File: src/rtl/dcf_pkg.sv
package dcf_pkg;
  localparam int CHAN_W = 4;
  localparam int NCHAN  = 16;
  localparam int WORD_W = 32;

  localparam logic [7:0] OFF_ACC  = 8'h00;
  localparam logic [7:0] OFF_CFG  = 8'h08;
  localparam logic [7:0] OFF_STAT = 8'h10;
  localparam logic [7:0] OFF_RXD  = 8'h18;
  localparam logic [7:0] OFF_TXB  = 8'h20;

  typedef enum logic [1:0] {TXT_OFF = 2'd0, TXT_DRAINED = 2'd1,
                            TXT_ROOM = 2'd2, TXT_LOW = 2'd3} tx_thr_e;
  typedef enum logic [1:0] {RXT_OFF = 2'd0, RXT_FULL = 2'd1,
                            RXT_ANY = 2'd2, RXT_HIGH = 2'd3} rx_thr_e;
  typedef enum logic [1:0] {RSEL_ZERO, RSEL_CFG, RSEL_STAT, RSEL_RXD} rsel_e;

  // occupancy at or below a quarter of the depth
  function automatic logic quarter_low(input int unsigned cnt, input int unsigned depth);
    return (cnt * 4) <= depth;
  endfunction

  // occupancy at or above three quarters of the depth
  function automatic logic quarter_high(input int unsigned cnt, input int unsigned depth);
    return (cnt * 4) >= (depth * 3);
  endfunction
endpackage

File: src/rtl/dcf_tag_fifo.sv
module dcf_tag_fifo #(
  parameter int DEPTH = 8,
  parameter int DW    = 32,
  parameter int TW    = 4,
  localparam int PW   = (DEPTH > 1) ? $clog2(DEPTH) : 1,
  localparam int CW   = $clog2(DEPTH + 1)
) (
  input  logic          clk,
  input  logic          rst_n,
  input  logic          push,
  input  logic [DW-1:0] push_data,
  input  logic [TW-1:0] push_tag,
  input  logic          pop,
  output logic [DW-1:0] head_data,
  output logic [TW-1:0] head_tag,
  output logic [CW-1:0] count,
  output logic          empty,
  output logic          full
);
  logic [DW-1:0] mem_d [DEPTH];
  logic [TW-1:0] mem_t [DEPTH];
  logic [PW-1:0] wr_ptr, rd_ptr;
  logic push_ok, pop_ok;

  assign empty   = (count == '0);
  assign full    = (count == CW'(DEPTH));
  assign push_ok = push && !full;
  assign pop_ok  = pop && !empty;

  function automatic logic [PW-1:0] bump(input logic [PW-1:0] p);
    return (p == PW'(DEPTH - 1)) ? '0 : p + PW'(1);
  endfunction

  always_ff @(posedge clk) begin
    if (!rst_n) begin
      wr_ptr <= '0;
      rd_ptr <= '0;
      count  <= '0;
    end else begin
      if (push_ok) wr_ptr <= bump(wr_ptr);
      if (pop_ok)  rd_ptr <= bump(rd_ptr);
      if (push_ok && !pop_ok)      count <= count + CW'(1);
      else if (pop_ok && !push_ok) count <= count - CW'(1);
    end
  end

  always_ff @(posedge clk) begin
    if (push_ok) begin
      mem_d[wr_ptr] <= push_data;
      mem_t[wr_ptr] <= push_tag;
    end
  end

  assign head_data = mem_d[rd_ptr];
  assign head_tag  = mem_t[rd_ptr];
endmodule

File: src/rtl/dcf_regdec.sv
module dcf_regdec
  import dcf_pkg::*;
#(
  parameter int AW = 8
) (
  input  logic              bus_wr,
  input  logic              bus_rd,
  input  logic [AW-1:0]     bus_addr,
  output logic              cfg_we,
  output logic              tx_we,
  output logic [CHAN_W-1:0] tx_sel_chan,
  output logic              rx_rd_req,
  output rsel_e             rsel
);
  localparam int unsigned TXB_IDX = 32'(OFF_TXB) >> 3;
  int unsigned idx_u;
  logic aligned, tx_hit;

  assign aligned     = (bus_addr[2:0] == 3'b000);
  assign idx_u       = 32'(bus_addr) >> 3;
  assign tx_hit      = aligned && (idx_u >= TXB_IDX) && (idx_u < TXB_IDX + NCHAN);
  assign tx_we       = bus_wr && tx_hit;
  assign tx_sel_chan = CHAN_W'(idx_u - TXB_IDX);
  assign cfg_we      = bus_wr && (bus_addr == AW'(OFF_CFG));
  assign rx_rd_req   = bus_rd && (bus_addr == AW'(OFF_RXD));

  always_comb begin
    rsel = RSEL_ZERO;
    if (bus_rd) begin
      if (bus_addr == AW'(OFF_CFG))       rsel = RSEL_CFG;
      else if (bus_addr == AW'(OFF_STAT)) rsel = RSEL_STAT;
      else if (bus_addr == AW'(OFF_RXD))  rsel = RSEL_RXD;
    end
  end
endmodule

File: src/rtl/dcf_thr_eval.sv
module dcf_thr_eval
  import dcf_pkg::*;
#(
  parameter int DEPTH   = 8,
  parameter bit RX_SIDE = 1'b0,
  localparam int CW     = $clog2(DEPTH + 1)
) (
  input  logic [1:0]    mode,
  input  logic [CW-1:0] count,
  output logic          hit
);
  generate
    if (RX_SIDE) begin : g_rx
      always_comb begin
        case (rx_thr_e'(mode))
          RXT_FULL: hit = (count == CW'(DEPTH));
          RXT_ANY:  hit = (count != '0);
          RXT_HIGH: hit = quarter_high(32'(count), DEPTH);
          default:  hit = 1'b0;
        endcase
      end
    end else begin : g_tx
      always_comb begin
        case (tx_thr_e'(mode))
          TXT_DRAINED: hit = (count == '0);
          TXT_ROOM:    hit = (count != CW'(DEPTH));
          TXT_LOW:     hit = quarter_low(32'(count), DEPTH);
          default:     hit = 1'b0;
        endcase
      end
    end
  endgenerate
endmodule

File: src/rtl/dbgchan_fifo_periph.sv
module dbgchan_fifo_periph
  import dcf_pkg::*;
#(
  parameter int TX_DEPTH = 8,
  parameter int RX_DEPTH = 8,
  parameter int AW       = 8,
  localparam int TX_CW   = $clog2(TX_DEPTH + 1),
  localparam int RX_CW   = $clog2(RX_DEPTH + 1)
) (
  input  logic              clk,
  input  logic              rst_n,
  input  logic              bus_wr,
  input  logic              bus_rd,
  input  logic [AW-1:0]     bus_addr,
  input  logic [WORD_W-1:0] bus_wdata,
  output logic [WORD_W-1:0] bus_rdata,
  output logic              tx_valid,
  input  logic              tx_ready,
  output logic [WORD_W-1:0] tx_data,
  output logic [CHAN_W-1:0] tx_chan,
  input  logic              rx_valid,
  output logic              rx_ready,
  input  logic [WORD_W-1:0] rx_data,
  input  logic [CHAN_W-1:0] rx_chan,
  output logic              irq
);
  logic              cfg_we, tx_we, rx_rd_req;
  logic [CHAN_W-1:0] tx_sel_chan;
  rsel_e             rsel;
  logic [3:0]        cfg_thr;
  logic [TX_CW-1:0]  tx_cnt;
  logic [RX_CW-1:0]  rx_cnt;
  logic              tx_empty, tx_full, rx_empty, rx_full;
  logic [WORD_W-1:0] rx_head_data;
  logic [CHAN_W-1:0] rx_head_chan;
  logic              tx_push_ok, tx_pop_ok, rx_push_ok, rx_pop_ok;
  logic              tx_hit, rx_hit;
  logic [WORD_W-1:0] cfg_word, stat_word;

  dcf_regdec #(.AW(AW)) u_dec (
    .bus_wr(bus_wr), .bus_rd(bus_rd), .bus_addr(bus_addr),
    .cfg_we(cfg_we), .tx_we(tx_we), .tx_sel_chan(tx_sel_chan),
    .rx_rd_req(rx_rd_req), .rsel(rsel)
  );

  // named transfer events
  assign tx_push_ok = tx_we && !tx_full;
  assign tx_pop_ok  = tx_ready && !tx_empty;
  assign rx_push_ok = rx_valid && !rx_full;
  assign rx_pop_ok  = rx_rd_req && !rx_empty;

  dcf_tag_fifo #(.DEPTH(TX_DEPTH), .DW(WORD_W), .TW(CHAN_W)) u_txq (
    .clk(clk), .rst_n(rst_n),
    .push(tx_we), .push_data(bus_wdata), .push_tag(tx_sel_chan),
    .pop(tx_ready), .head_data(tx_data), .head_tag(tx_chan),
    .count(tx_cnt), .empty(tx_empty), .full(tx_full)
  );

  dcf_tag_fifo #(.DEPTH(RX_DEPTH), .DW(WORD_W), .TW(CHAN_W)) u_rxq (
    .clk(clk), .rst_n(rst_n),
    .push(rx_valid), .push_data(rx_data), .push_tag(rx_chan),
    .pop(rx_rd_req), .head_data(rx_head_data), .head_tag(rx_head_chan),
    .count(rx_cnt), .empty(rx_empty), .full(rx_full)
  );

  assign tx_valid = !tx_empty;
  assign rx_ready = !rx_full;

  // threshold selectors: [3:2] transmit, [1:0] receive
  always_ff @(posedge clk) begin
    if (!rst_n)      cfg_thr <= '0;
    else if (cfg_we) cfg_thr <= bus_wdata[19:16];
  end

  dcf_thr_eval #(.DEPTH(TX_DEPTH), .RX_SIDE(1'b0)) u_txthr (
    .mode(cfg_thr[3:2]), .count(tx_cnt), .hit(tx_hit)
  );
  dcf_thr_eval #(.DEPTH(RX_DEPTH), .RX_SIDE(1'b1)) u_rxthr (
    .mode(cfg_thr[1:0]), .count(rx_cnt), .hit(rx_hit)
  );

  assign irq = tx_hit || rx_hit;

  assign cfg_word  = {12'h000, cfg_thr, 8'(TX_DEPTH), 8'(RX_DEPTH)};
  assign stat_word = {8'(tx_cnt), 8'(rx_cnt), 8'h00,
                      rx_empty ? 4'h0 : rx_head_chan,
                      rx_empty, rx_full, tx_empty, tx_full};

  always_comb begin
    case (rsel)
      RSEL_CFG:  bus_rdata = cfg_word;
      RSEL_STAT: bus_rdata = stat_word;
      RSEL_RXD:  bus_rdata = rx_empty ? '0 : rx_head_data;
      default:   bus_rdata = '0;
    endcase
  end
endmodule

File: config.mk
export PLATFORM = sky130hd
export DESIGN_NAME = dbgchan_fifo_periph
export DESIGN_NICKNAME = d
export VERILOG_FILES = /design/src/rtl/dcf_pkg.sv /design/src/rtl/dcf_tag_fifo.sv /design/src/rtl/dcf_regdec.sv /design/src/rtl/dcf_thr_eval.sv /design/src/rtl/dbgchan_fifo_periph.sv
export SDC_FILE = /design/constraint.sdc
export NUM_CORES = 1
export LEC_CHECK = 0
export ABC_AREA = 1
export BUFFER_PORTS_ARGS = -buffer_cell sky130_fd_sc_hd__buf_2
export CAP_MARGIN = 20
export CORE_UTILIZATION = 50
export DETAILED_ROUTE_END_ITERATION = 12
export PLACE_DENSITY = 0.79
export SLEW_MARGIN = 10
export SYNTH_ARGS = -nofsm -noshare
export SYNTH_HDL_FRONTEND = slang
export SYNTH_HIERARCHICAL = 1
export SYNTH_SLANG_ARGS = --single-unit
export TNS_END_PERCENT = 5
File: constraint.sdc
create_clock -name clk -period 9.4 [get_ports clk]
set_clock_uncertainty 0.1 [all_clocks]
set_input_delay 0.94 -clock clk [delete_from_list [all_inputs] [get_ports clk]]
set_output_delay 0.94 -clock clk [all_outputs]
set_load 0.005 [all_outputs]
==> out/metrics.csv <==
stage,metric,value,unit
routing,antenna_left,0,
sta,finalMaxSlewViolations,0,
yosys,synth_area_leaders,"edfxtp_1 69%, nor2_1 9.9%, nand2_1 6.9%",
setup_path,crit_arrival,3420,ps
yosys,synth-seq-cells,606,
pwr,p_leak,10.7,nW
setup_path,critical_path_required,8360,ps
pwr,ir_drop,0.000191,V
cts,clock_latency,610,ps
sta,tightest_slew,1020,ps
sta,layout_min_cycle_time,4460,ps
setup_path,crit_path_end_kind,output pin,
routing,via_count,16677,
outcome,status,"complete, no violations",
pwr,finalPower,6.53,mW
routing,vias_per_cell,5.33,
place,dpl.hpwl,32200,um
global_route,grt_overflow,0,
floorplan,die_w,226,um
pwr,power.density,232,nW/um2
yosys,synth_fp_nets,2395,
cts,cts_max_path_buffers,3,
sta,setup_viol,0,
setup_path,reg2reg_depth,7,
layout,drive_above_1_share,0.121,
layout,layout_common_cells,"646 x nor2_1, 576 x edfxtp_1, 462 x nand2_1",
setup_path,worst-setup-path-type,reg -> out,
cts,cts_resized,0,
global_route,grt_max_degree,125,
setup_path,crit_fanout,73,
sta,period_share,0.475,
floorplan,io_pins,153,
global_route,grt_pass1_wl,87400,um
sta,slew_headroom,0.319,
cts,clock-root-buffer,clkbuf_16,
yosys,syn_inst,2296,
cts,cts_tree,done,
sta,rsz0062_at_grt,false,
sta,max_freq,224,MHz
routing,drc,0,
yosys,yosysTopAreaCell,edfxtp_1,
place,port_buffers,152,
yosys,ys_types,27,
cts,ctsHoldBuffers,0,
floorplan,rows,81,
cts,cts_max_level,2,
layout,layout.nets,2518,
floorplan,fp.dieH,226,um
layout,final_common_cell,nor2_1,
floorplan,initial_core_util,0.511,
cts,post_cts_buffers,0,
routing,wl_per_cell,18.3,um
sta,finalSetupTns,0,ps
routing,totalWireLength,57100,um
global_route,grt_pass1_vias,16273,
global_route,antenna_found_initial,8,
worst_hold_path,whs_path_depth,2,
yosys,synth_top_area_share,0.687,
routing,drt_iter0_markers,1410,
cts,cts_buffers,55,
yosys,seq_area_frac_synth,0.711,
cts,cts.sinks,606,
flow_run,maxCapViolCount,0,
yosys,yosysWarnings,6,
floorplan,core,49300,um2
place,gp_congestion,0.821,
yosys,synthesis.area,25200,um2
global_route,track_usage,0.224,
setup_path,worst_setup_path_start_kind,flop,
routing,drt-pass1-iter-count,5,
sta,finalHoldViolCount,0,
worst_hold_path,hp-class,reg -> reg,
cts,path_clk_slew,60,ps
layout,area_growth,11.9,%
floorplan,dieArea,51200,um2
yosys,syn_avg_cell_area,11.0,um2
report_power, final:
group | switching, mW | leakage (nW) | internal (mW)
registers | 0.0811 | 5.45 | 3.04
logic | 0.859 | 4.45 | 0.420
clock network | 0.926 | 0.829 | 1.20
cells by family after synthesis:
family	share of synthesized area
buf+inv	0.0365
flops	0.711
xor+xnor	0.00139
fa+ha+maj	0.00905
simple gates	0.179
compound gates	0.0629
worst max-delay path, stage by stage, from the launching register on:
cell	delay [ps]
dfxtp_2	310
buf_4	730
inv_2	580
buf_4	450
nor2_1	160
o21ai_0	120
nand2_1	120
nand2_1	60
nand2_1	120
buf_2	130
cell type report:
class | instances | area, um2
fill | 3932 | 21100
sequential | 606 | 17900
multi-input combinational | 1511 | 6470
clock buffer | 71 | 1470
timing repair buffer | 181 | 998
tap | 664 | 831
inverter | 64 | 248
clock inverter | 26 | 226
antenna | 4 | 10.0
registers in the layout (all words and copies together) (netlist names), named ones only:
signal        flops
cfg_thr           4
u_rxq/count       4
u_rxq/mem_d     256
u_rxq/mem_t      32
u_rxq/rd_ptr      3
u_rxq/wr_ptr      3
u_txq/count       4
u_txq/mem_d     256
u_txq/mem_t      32
u_txq/rd_ptr      3
u_txq/wr_ptr      3
path summary, 6_finish.rpt:
path	start	end	slack, ps
worst max register to register	u_txq/count[0]	u_txq/mem_d[3][11]	6540
worst max-delay path	flop	tx_data[15]	4940
worst min-delay path	u_rxq/rd_ptr[0]	flop	410
worst min register to register	u_rxq/rd_ptr[0]	flop	410
stage by stage:
step	instances	util	cell area (um2)	hold slack [ps]	worst slack, ps
global placement	3025	0.537	26400	396	5410
floorplan	2296	-	25200	378	5460
CTS	3122	0.571	28100	405	4900
global route	3126	0.572	28200	426	4820
finish	3127	0.572	28200	410	4940
detailed placement	3025	0.537	26400	401	5300
cells in the mapped netlist:
library cell / n
or2_2: 5
clkbuf_1: 26
dfxtp_1: 30
a21oi_1: 9
ha_1: 15
inv_1: 52
nand2_2: 2
o21ai_0: 185
nand2_4: 1
inv_2: 6
clkinv_1: 3
buf_6: 18
xor2_1: 4
nor3_1: 1
buf_2: 50
edfxtp_1: 576
o21ai_1: 121
fa_1: 2
nor2_4: 3
buf_4: 11
inv_4: 3
nor2_2: 4
nand2_1: 462
nor2_1: 662
a21o_1: 1
buf_1: 10
nand3_1: 34
layer usage:
| metal | global-route usage | share of wire | vias to the layer above |
|---|---|---|---|
| li1 | - | - | 7984 |
| met1 | 0.268 | 0.39 | 7936 |
| met2 | 0.397 | 0.50 | 631 |
| met3 | 0.0398 | 0.071 | 118 |
| met4 | 0.0948 | 0.033 | 8 |
| met5 | 0 | 0.00084 | - |
No activity file was read; power rests on OpenSTA's default activity.
